[src/rtl/pq_pkg.sv]
// Shared constants and types for the prefetch byte queue.
package pq_pkg;
    localparam int BYTE_W = 8;
    localparam int FILL_W = 16;
    typedef logic [BYTE_W-1:0] qbyte_t;
endpackage

[src/rtl/pq_fetch_ctrl.sv]
// Fetch control: decides whether a fetch may be requested, its size,
// and keeps the fetch address. Assumes fill data only counts while
// fetch_req is high and no flush is present.
module pq_fetch_ctrl #(
    parameter int DEPTH      = 6,
    parameter int ADDR_W     = 20,
    parameter int CNT_W      = 3,
    parameter logic [ADDR_W-1:0] RESET_ADDR = '0
) (
    input  logic              clk,
    input  logic              rst_n,
    input  logic              flush,
    input  logic [ADDR_W-1:0] flush_addr,
    input  logic              fill_valid,
    input  logic [CNT_W-1:0]  occ,
    output logic              fetch_req,
    output logic              fetch_byte,
    output logic [ADDR_W-1:0] fetch_addr,
    output logic [1:0]        fill_cnt
);
    logic [ADDR_W-1:0] ptr_q;
    logic [CNT_W-1:0]  free;

    // Free byte slots left in the queue.
    assign free       = CNT_W'(DEPTH) - occ;
    // Odd address means a single byte fetch to realign.
    assign fetch_byte = ptr_q[0];
    // Request only when the whole fetch would fit.
    assign fetch_req  = fetch_byte ? (free >= CNT_W'(1)) : (free >= CNT_W'(2));
    // Bytes taken in from the bus this cycle.
    assign fill_cnt   = (fill_valid && fetch_req && !flush)
                        ? (fetch_byte ? 2'd1 : 2'd2) : 2'd0;
    assign fetch_addr = ptr_q;

    // Fetch pointer: reload on flush, else step by accepted bytes.
    always_ff @(posedge clk) begin
        if (!rst_n)     ptr_q <= RESET_ADDR;
        else if (flush) ptr_q <= flush_addr;
        else            ptr_q <= ptr_q + ADDR_W'(fill_cnt);
    end
endmodule

[src/rtl/pq_take_check.sv]
// Removal check: accepts a byte removal only if 1 <= count <= occupancy,
// otherwise raises the error strobe and removes nothing.
module pq_take_check #(
    parameter int CNT_W = 3
) (
    input  logic             take_valid,
    input  logic [CNT_W-1:0] take_cnt,
    input  logic [CNT_W-1:0] occ,
    output logic             take_err,
    output logic [CNT_W-1:0] take_n
);
    logic bad_cnt;

    // Zero or more than held is an illegal removal.
    assign bad_cnt  = (take_cnt == '0) || (take_cnt > occ);
    // Error strobe in the request cycle.
    assign take_err = take_valid && bad_cnt;
    // Bytes actually removed.
    assign take_n   = (take_valid && !bad_cnt) ? take_cnt : '0;
endmodule

[src/rtl/pq_store.sv]
// Byte store: slot 0 always holds the oldest byte. A removal shifts the
// survivors down and up to two fill bytes land right behind them.
// Assumes take_n <= occ and that fill_cnt fits in the free space.
module pq_store
    import pq_pkg::*;
#(
    parameter int DEPTH = 6,
    parameter int CNT_W = 3
) (
    input  logic                    clk,
    input  logic                    rst_n,
    input  logic                    flush,
    input  logic [CNT_W-1:0]        take_n,
    input  logic [1:0]              fill_cnt,
    input  logic                    fill_odd,
    input  logic [FILL_W-1:0]       fill_data,
    output logic [CNT_W-1:0]        occ,
    output logic [DEPTH*BYTE_W-1:0] head
);
    qbyte_t           slot_q [DEPTH];
    qbyte_t           slot_d [DEPTH];
    qbyte_t           lane0;
    qbyte_t           lane1;
    logic [CNT_W-1:0] rem;

    // First queued fill byte: high lane for a single odd byte.
    assign lane0 = fill_odd ? fill_data[FILL_W-1:BYTE_W] : fill_data[BYTE_W-1:0];
    // Second queued fill byte of a word.
    assign lane1 = fill_data[FILL_W-1:BYTE_W];
    // Bytes surviving the removal.
    assign rem   = occ - take_n;

    // Next slot contents: shifted survivors then fill bytes.
    always_comb begin
        for (int i = 0; i < DEPTH; i++) begin
            if (i < int'(rem))
                slot_d[i] = slot_q[(i + int'(take_n)) % DEPTH];
            else if (i == int'(rem))
                slot_d[i] = lane0;
            else if (i == int'(rem) + 1)
                slot_d[i] = lane1;
            else
                slot_d[i] = '0;
        end
    end

    // Slot registers; contents are left alone on flush.
    always_ff @(posedge clk) begin
        if (!rst_n) begin
            for (int i = 0; i < DEPTH; i++) slot_q[i] <= '0;
        end else if (!flush) begin
            for (int i = 0; i < DEPTH; i++) slot_q[i] <= slot_d[i];
        end
    end

    // Occupancy: cleared by flush, else survivors plus fill.
    always_ff @(posedge clk) begin
        if (!rst_n)     occ <= '0;
        else if (flush) occ <= '0;
        else            occ <= rem + CNT_W'(fill_cnt);
    end

    // Flatten slots onto the head vector, oldest in the low byte.
    for (genvar g = 0; g < DEPTH; g++) begin : g_head
        assign head[g*BYTE_W +: BYTE_W] = slot_q[g];
    end
endmodule

[src/rtl/prefetch_queue.sv]
// Prefetch byte queue top: word-wide fill from a fetch engine, a
// variable byte-count removal by the consumer, and flush on a change of
// program flow. Assumes fill data is valid only in response to fetch_req.
module prefetch_queue
    import pq_pkg::*;
#(
    parameter int DEPTH  = 6,
    parameter int ADDR_W = 20,
    parameter logic [ADDR_W-1:0] RESET_ADDR = '0,
    localparam int CNT_W = $clog2(DEPTH + 1)
) (
    input  logic                    clk,
    input  logic                    rst_n,
    input  logic                    flush,
    input  logic [ADDR_W-1:0]       flush_addr,
    output logic                    fetch_req,
    output logic                    fetch_byte,
    output logic [ADDR_W-1:0]       fetch_addr,
    input  logic                    fill_valid,
    input  logic [FILL_W-1:0]       fill_data,
    output logic [CNT_W-1:0]        occupancy,
    output logic [DEPTH*BYTE_W-1:0] head_bytes,
    input  logic                    take_valid,
    input  logic [CNT_W-1:0]        take_cnt,
    output logic                    take_err
);
    logic [1:0]       fill_cnt;
    logic [CNT_W-1:0] take_n;

    pq_fetch_ctrl #(
        .DEPTH(DEPTH), .ADDR_W(ADDR_W), .CNT_W(CNT_W), .RESET_ADDR(RESET_ADDR)
    ) fetch_i (
        .clk(clk), .rst_n(rst_n), .flush(flush), .flush_addr(flush_addr),
        .fill_valid(fill_valid), .occ(occupancy), .fetch_req(fetch_req),
        .fetch_byte(fetch_byte), .fetch_addr(fetch_addr), .fill_cnt(fill_cnt)
    );

    pq_take_check #(.CNT_W(CNT_W)) take_i (
        .take_valid(take_valid), .take_cnt(take_cnt), .occ(occupancy),
        .take_err(take_err), .take_n(take_n)
    );

    pq_store #(.DEPTH(DEPTH), .CNT_W(CNT_W)) store_i (
        .clk(clk), .rst_n(rst_n), .flush(flush), .take_n(take_n),
        .fill_cnt(fill_cnt), .fill_odd(fetch_byte), .fill_data(fill_data),
        .occ(occupancy), .head(head_bytes)
    );
endmodule

[config.mk]
export PLATFORM = sky130hd
export DESIGN_NAME = prefetch_queue
export DESIGN_NICKNAME = d
export VERILOG_FILES = /design/src/rtl/pq_pkg.sv /design/src/rtl/pq_fetch_ctrl.sv /design/src/rtl/pq_take_check.sv /design/src/rtl/pq_store.sv /design/src/rtl/prefetch_queue.sv
export SDC_FILE = /design/constraint.sdc
export NUM_CORES = 1
export LEC_CHECK = 0
export CAP_MARGIN = 20
export CORE_MARGIN = 2
export CORE_UTILIZATION = 39
export CTS_BUF_LIST = sky130_fd_sc_hd__clkbuf_4 sky130_fd_sc_hd__clkbuf_8
export DETAILED_ROUTE_END_ITERATION = 8
export SLEW_MARGIN = 10
export SYNTH_ARGS = -nofsm -noshare
export SYNTH_HDL_FRONTEND = slang
export SYNTH_SLANG_ARGS = --single-unit
[constraint.sdc]
create_clock -name clk -period 6.32 [get_ports clk]
set_clock_uncertainty 0.15 [all_clocks]
set_input_delay 1.264 -clock clk [delete_from_list [all_inputs] [get_ports clk]]
set_output_delay 1.264 -clock clk [all_outputs]
set_load 0.01 [all_outputs]
# --- After elaboration in Yosys (flattened, before gate mapping) ---
# Memory sizes are Yosys's and may differ from the RTL's.
# Cells that the tools add are included.
totals:
  inputBits: 44
  ram_bits: 48
  latch_bits: 0
  output_inout_bits: 74
  mem_bits_ro: 0
  register_bits: 23
  elab_cells: 90
  n_memories: 1
classes:
  bitwise_logic: 7
  mux: 34
  magnitude_cmp: 9
  n_div: 6
  multipliers: 0
  n_eq_ne: 10
  n_reduce_logical: 11
  n_addsub: 10
  n_shift: 0
memory_table:
  columns: ["memory", "words", "width", "rd", "rd_ports_with_merged_regs", "wr", "line_no", "source"]
  rows:
  - ["store_i.slot_q", 6, 8, 12, 0, 6, "pq_store.sv:20", "qbyte_t slot_q [DEPTH];"]
op_table:
  columns: ["operator", "n"]
  rows:
  - ["2-to-1 mux 8 bit", 25]
  - ["remainder unit 32 x 4 -> 32 bit, second input constant", 5]
  - ["== test 3 x 32 -> 1 bit, first input constant", 2]
  - ["== test 4 x 32 -> 1 bit, first input constant", 2]
  - ["== test 2 x 32 -> 1 bit, first input constant", 1]
  - ["zero test 32 bit", 1]
  - ["remainder unit 4 x 4 -> 32 bit, second input constant", 1]
  - ["adder 20 x 2 -> 20 bit", 1]
  - ["2-to-1 mux 20 bit", 1]
  - ["== test 3 bit, first input constant", 4]
  - ["adder 2 x 3 -> 4 bit, first input constant", 2]
  - ["adder 3 x 3 -> 4 bit, first input constant", 2]
  - ["zero test 3 bit", 2]
  - ["< comparator 1 x 3 -> 1 bit, first input constant", 2]
  - ["< comparator 2 x 3 -> 1 bit, first input constant", 2]
  - ["< comparator 3 bit, first input constant", 2]
  - ["bitwise OR 1 bit", 6]
  - ["2-to-1 mux 1 bit", 5]
  - ["adder 1 x 3 -> 4 bit, first input constant", 1]
  - ["adder 3 x 1 -> 4 bit, second input constant", 1]
  - ["logical AND 1 bit", 4]
  - ["2-to-1 mux 2 bit", 2]
  - ["adder 3 x 2 -> 3 bit", 1]
  - ["== test 2 x 3 -> 1 bit, first input constant", 1]
  - ["10 further kinds", 11]

# --- Logic depth before layout (Yosys ltp) ---
# Gate-level depths: netlist of the first run.
depth:
  ltp_word: 12
  depth_mapped: 24

# --- Hierarchy ---
# A second synthesis of the first run with hierarchy kept.
hier_totals:
  hier_cells: 858
  area_unflattened_um2: 6979.2
by_module_without_submodules:
  columns: ["mod", "cells_per_inst", "instances", "seq_area_each_um2", "area_each_um2"]
  rows:
  - ["pq_store", 687, 1, 1501.4, 5601.6]
  - ["pq_fetch_ctrl", 153, 1, 400.4, 1258.7]
  - ["pq_take_check", 18, 1, 0.0, 118.9]

# --- Worst setup path after synthesis of the first run ---
# Ideal clock, no wire load.
synth_path:
  path_type: "input to register"
  startpoint: "input port take_cnt[0]"
  endpoint: "memory store_i.slot_q[3][7] (netlist bit), data pin"
  path_slack_ns: -0.357
  setup_ns: 0.168
  arrival_time_ns: 6.360
  cell_stages: 23
  t_required_ns: 6.002
  path_cell_list: "clkbuf_1 > inv_1 > ha_1 > and3_1 > clkbuf_1 > o21ai_2 > a21oi_2 > buf_2 > buf_2 > buf_2 > ha_1 > inv_1 > fa_1 > xor2_1 > xnor2_2 > clkinv_1 > clkbuf_1 > ha_1 > and2_1 > clkbuf_1 > nor3b_1 > a221oi_1 > a211oi_1"
synth_rtl:
  columns: ["item", "line_no", "source"]
  rows:
  - ["from (decl)", "prefetch_queue.sv:24", "input logic [CNT_W-1:0] take_cnt,"]
  - ["to (decl)", "pq_store.sv:20", null]

==> impl_metrics.tcl, run 1 <==
set metrics [dict create \
    status "finished clean" \
    syn_avg_cell_area_um2 8.01 \
    io_pins 118 \
    ant_nets 0 \
    seq_power_share_pct 31.3 \
    dieArea_um2 18000 \
    critPathLaunchType "input pin" \
    finalHoldViolCount 0 \
    grt_overflow 0 \
    hp-class "flop to flop" \
    area_growth_pct 27.3 \
    worst_slew_pin_slew_ns 1.08 \
    async_flop_share_pct 0 \
    ctsResizeCount 0 \
    cp_slowest_cell "a221oi_1" \
    setup_ws_ns 0.323 \
    finalSetupTns_ns 0 \
    hold_buffers 0 \
    cts_tree "built" \
    synth_edf_count 48 \
    period_share_pct 94.9 \
    crit_chain "clkdlybuf4s50_1 -> inv_1 -> ha_1 -> and3_1 -> o21ai_2 -> nand2_1 -> nand2_1 -> inv_1 -> buf_4 -> ha_1 -> a21o_1 -> o211ai_1 -> inv_1 -> ha_1 -> nor2b_1 -> nand4_1 -> a21oi_1 -> or4_1 -> nand4_1 -> a221oi_1 -> a2111oi_0" \
    cp-end-kind "flop" \
    reg2reg_from "store_i.occ[1]$_SDFF_PN0_" \
    switching_share_pct 43.6 \
    antenna_found_initial 0 \
    ff2ff_path_depth 20 \
    clock_path_buffers 2 \
    port_buffers 117 \
    hold_end "fetch_i.fetch_addr[19]$_SDFF_PN0_" \
    vias 7197 \
    layout_common_cells "nand2_1 (139), clkdlybuf4s50_1 (117), o21ai_0 (66), edfxtp_1 (48)" \
    netlist_area_um2 6600 \
    p_clk_share_pct 18.8 \
    cap_viol_max_count 0 \
    pre_cts_ws_ns 0.0172 \
    clk_pin_slew_worst_paths_ns 0.09 \
    die_y_um 134 \
    synth-seq-area-share_pct 28.8 \
    rsz0062_at_grt "no" \
    p_sw_w 0.00102 \
    core_um2 16600 \
    num-nets-final 1006 \
    max_slew_margin_pct 27.2 \
    setup_viol_count_final 0 \
    post_cts_buffers 0 \
    cts_buffers 9 \
    ys_seq_elements 71 \
    worstPathArrival_ns 5.96 \
    leakage_nw 3.22 \
    max_freq_mhz 167 \
    cpPeakStageDelay_ns 0.60 \
    min_period_ns 6.00 \
    diodes 0 \
    drt-vias-per-instance 6.19 \
    grt_pass1_vias 6806 \
    grt_pass1_wl_um 41600 \
    syn_nets 892 \
    drtIter0Drc 779 \
    numClockSinks 71 \
    hpwl_um 18600 \
    vdd_drop_max_mv 0.146 \
    firstDrtPassIters 5 \
    synth.distinct_cells 66 \
    drive_above_1_share_pct 9.86 \
    insertion_delay_ns 0.38 \
    pwr-share-comb_pct 49.9 \
    cp.required_ns 6.28 \
    gp_congestion 0.955 \
    final_common_cell "nand2_1" \
    path_class "input pin to flop" \
    p_total_w 0.00235 \
    p_per_area_nw_per_um2 279 \
    wirelength_um 27300 \
    htree_levels 3 \
    ys_warn_count 0 \
    ys.flop_type "edfxtp_1" \
    worstPathMaxFanout 8 \
    root_buffer "clkbuf_8" \
    syn_inst 824 \
    grt_max_degree 58 \
    hp-start "fetch_i.fetch_addr[19]$_SDFF_PN0_" \
    r2r-end "store_i.slot_q[5][5]$_SDFFCE_PN0P_" \
    min_delay_path_depth 2 \
    report.final.slew_viol_count 0 \
    r2r_slack_ns 1.09 \
    grt_usage_pct 30.6 \
    start_util_pct 39.8 \
    p_int_w 0.00132 \
    num_rows 47 \
    drcViolationCount 0 \
    avgRoutedWirePerCell_um 23.5 \
    die_width_um 134 \
]
## worst max-delay path, delay by kind of cell
family | cells | cell delay [ns]
AO/OA/AOI/OAI | 6 | 1.57
AND/OR/NAND/NOR | 7 | 1.46
buffers and inverters | 5 | 0.88
adder cells (fa/ha/maj) | 3 | 0.79
## through the flow
| stage | cells | area [um^2] | hold WS (ns) | utilization (%) |
|---|---|---|---|---|
| 6_report | 1163 | 8410 | 0.430 | 50.7 |
| 2_1_floorplan | 824 | 6620 | 0.429 | - |
| 4_1_cts | 1163 | 8410 | 0.434 | 50.7 |
| 3_5_place_dp | 1147 | 8180 | 0.413 | 49.3 |
| 5_1_grt | 1163 | 8410 | 0.480 | 50.7 |
| 3_3_place_gp | 1147 | 8180 | 0.415 | 49.3 |
## area by class of cell
cell class,instances,area [um^2]
Timing Repair Buffer,164,1520
Sequential cell,71,1900
Clock buffer,10,138
Fill cell,1663,8180
Tap cell,220,275
Multi-Input combinational cell,662,4360
Inverter,30,114
Clock inverter,6,90.1
## synthesized netlist by cell type (9+ instances only)
| master | instances | area (um^2) |
|---|---|---|
| a21oi_1 | 39 | 195 |
| a22oi_1 | 16 | 120 |
| a31oi_1 | 10 | 62.6 |
| a32oi_1 | 9 | 78.8 |
| and2_1 | 21 | 131 |
| and3_1 | 13 | 81.3 |
| clkbuf_1 | 43 | 161 |
| dfxtp_1 | 23 | 460 |
| edfxtp_1 | 48 | 1440 |
| ha_1 | 21 | 263 |
| inv_1 | 27 | 101 |
| mux2_2 | 11 | 124 |
| mux2i_1 | 46 | 460 |
| nand2_1 | 139 | 522 |
| nand3_1 | 17 | 85.1 |
| nor2_1 | 47 | 176 |
| nor3_1 | 25 | 125 |
| o211a_1 | 10 | 100 |
| o21ai_0 | 67 | 335 |
| o221ai_1 | 10 | 87.6 |
| o32a_1 | 13 | 130 |
| xnor2_1 | 14 | 123 |
| xor2_1 | 12 | 105 |
## power groups by stage
stage	combinational [W]	clock [W]	sequential (W)
2_1_floorplan	0.000652	0	0.000713
4_1_cts	0.00115	0.000447	0.000730
6_report	0.00117	0.000441	0.000734
5_1_grt	0.00126	0.000463	0.000746
3_5_place_dp	0.00115	0	0.000738
3_3_place_gp	0.00114	0	0.000740
## registers in the layout (all words and copies together), names as in the netlist
register	cells
fetch_i.fetch_addr	20
store_i.occ	3
store_i.slot_q	48
## routing by layer
metal	vias to the layer above	track usage [%]	routed length [um]
li1	3316	-	-
met1	3376	41.6	11400
met2	442	46.6	12100
met3	63	7.97	2910
met4	0	11.9	892
met5	-	0	0
## kinds of logic (layout without fill, tap and decap cells)
family | count (synthesis) | after routing | share of synthesized area (%)
AOI/OAI and AO/OA | 248 | 248 | 26.7
xor gates and xnor gates | 27 | 27 | 3.70
adders and majority gates | 24 | 24 | 4.89
buffers and inverters | 91 | 210 | 5.50
DFF | 71 | 71 | 28.8
muxes | 57 | 57 | 8.85
and+or+nand+nor | 306 | 306 | 21.5
## worst max path at each step
stage	from	endpoint	slack, ns	depth (start not counted)
2_1_floorplan	take_cnt[0]	store_i.slot_q[3][6]$_SDFFCE_PN0P_	0.02	24
3_3_place_gp	take_cnt[0]	store_i.slot_q[5][5]$_SDFFCE_PN0P_	0.02	21
3_5_place_dp	take_cnt[0]	store_i.slot_q[5][5]$_SDFFCE_PN0P_	0.02	21
4_1_cts	take_cnt[0]	store_i.slot_q[5][3]$_SDFFCE_PN0P_	0.44	21
5_1_grt	take_cnt[0]	store_i.slot_q[5][1]$_SDFFCE_PN0P_	0.10	21
6_report	take_cnt[0]	store_i.slot_q[5][5]$_SDFFCE_PN0P_	0.32	21
No activity file was read; power rests on OpenSTA's default activity.
==> run 2: changes to the inputs <==
- CELL_PAD_IN_SITES_DETAIL_PLACEMENT: not set -> 0
- CELL_PAD_IN_SITES_GLOBAL_PLACEMENT: not set -> 1
- CORE_MARGIN: 2 -> not set
- CORE_UTILIZATION: 39 -> 37
- PLACE_DENSITY_LB_ADDON: not set -> 0.1
- RECOVER_POWER: not set -> 100
==> impl_metrics.tcl, run 2 (synthesis results as in run 1) <==
set metrics [dict create \
    start_util_pct 38.0 \
    final_common_cell "nand2_1" \
    gp_congestion 0.936 \
    drt-vias-per-instance 6.32 \
    ctsResizeCount 0 \
    p_total_w 0.00231 \
    worstPathArrival_ns 5.95 \
    insertion_delay_ns 0.38 \
    grt_pass1_wl_um 42200 \
    rsz0062_at_grt "no" \
    hp-start "fetch_i.fetch_addr[19]$_SDFF_PN0_" \
    post_cts_buffers 0 \
    grt_overflow 0 \
    num_rows 48 \
    cp-end-kind "flop" \
    htree_levels 3 \
    vdd_drop_max_mv 0.130 \
    wirelength_um 28100 \
    grt_max_degree 58 \
    finalHoldViolCount 0 \
    p_per_area_nw_per_um2 278 \
    root_buffer "clkbuf_8" \
    max_freq_mhz 166 \
    cp.required_ns 6.23 \
    drcViolationCount 0 \
    max_slew_margin_pct 13.1 \
    cts_tree "built" \
    setup_viol_count_final 0 \
    firstDrtPassIters 5 \
    critPathLaunchType "input pin" \
    report.final.slew_viol_count 0 \
    grt_pass1_vias 6946 \
    num-nets-final 1001 \
    fin_area_um2 8310 \
    largest_reg_flops 48 \
    path_class "input pin to flop" \
    dieArea_um2 18400 \
    diodes 0 \
    top_register "store_i.slot_q" \
    min_period_ns 6.04 \
    worst_slew_pin_slew_ns 1.30 \
    port_buffers 117 \
    clk_pin_slew_worst_paths_ns 0.08 \
    status "finished clean" \
    hpwl_um 19600 \
    avgRoutedWirePerCell_um 24.2 \
    hp-class "flop to flop" \
    cap_viol_max_count 0 \
    hold_buffers 0 \
    finalSetupTns_ns 0 \
    crit_start "take_cnt[1]" \
    ant_nets 0 \
    grt_usage_pct 31.1 \
    drive_above_1_share_pct 8.32 \
    numClockSinks 71 \
    clock_path_buffers 2 \
    drtIter0Drc 667 \
    worstPathMaxFanout 27 \
    io_pins 118 \
    layout_common_cells "nand2_1 (139), dlygate4sd3_1 (75), o21ai_0 (67), edfxtp_1 (48), nor2_1 (47)" \
    cts_buffers 9 \
    antenna_found_initial 0 \
    core_um2 17400 \
    vias 7351 \
    dpl_cell_area_um2 8150 \
    area_growth_pct 25.9 \
    period_share_pct 95.6 \
    die_width_um 136 \
    reg2reg_from "store_i.occ[1]$_SDFF_PN0_" \
    die_y_um 136 \
    leakage_nw 3.30 \
]
run 2: area by class of cell:
type,instances,area [um^2]
fillers,1725,9040
multi-input cells,662,4350
flip-flops and latches,71,1900
repair buffers,159,1460
well taps,225,282
clock buffers,10,131
inverters,30,114
clock inverters,6,85.1
run 2: metrics by stage:
stage / utilization (%) / cells / hold WS [ns] / setup WS, ns
after floorplan: - / 824 / 0.429 / 0.0210
after global placement: 46.9 / 1147 / 0.406 / 0.202
after detailed placement: 46.9 / 1147 / 0.407 / 0.0979
after CTS: 48.2 / 1163 / 0.426 / 0.478
after global routing: 47.9 / 1163 / 0.441 / 0.0645
final: 47.9 / 1163 / 0.412 / 0.280
run 2: critical path, stage by stage:
cell	delay (ns)
clkdlybuf4s50_1	0.43
ha_1	0.33
nor2b_1	0.14
or4_4	0.48
a21oi_1	0.37
ha_1	0.22
inv_1	0.05
fa_1	0.37
xor2_1	0.18
xnor2_1	0.30
clkinvlp_2	0.22
clkbuf_2	0.42
a21boi_0	0.30
clkbuf_1	0.27
and3_1	0.20
o21ai_0	0.07
clkbuf_1	0.33
run 2: layer usage:
metal	routed length [um]	GRT usage, %	share of wire [%]	vias to the layer above
met5	0	0	0	-
met4	844	12.1	3.0	0
met3	2590	6.85	9.2	65
met2	12400	47.4	44	413
met1	12300	42.4	44	3570
li1	-	-	-	3303
run 2: where the power goes:
part / internal, W / total, W / switching, W
logic: 0.000461 / 0.00116 / 0.000701
registers: 0.000590 / 0.000725 / 0.000135
clock network: 0.000226 / 0.000425 / 0.000199
total: 0.00128 / 0.00231 / 0.00104
run 2: final timing paths:
kind / slack, ns / end / cells past startpoint
worst max-delay path: 0.28 / store_i.slot_q[1][5]$_SDFFCE_PN0P_ / 17
worst min-delay path: 0.41 / fetch_i.fetch_addr[19]$_SDFF_PN0_ / 2
worst max register to register: 1.06 / store_i.slot_q[1][5]$_SDFFCE_PN0P_ / 17
worst min register to register: 0.41 / fetch_i.fetch_addr[19]$_SDFF_PN0_ / 2
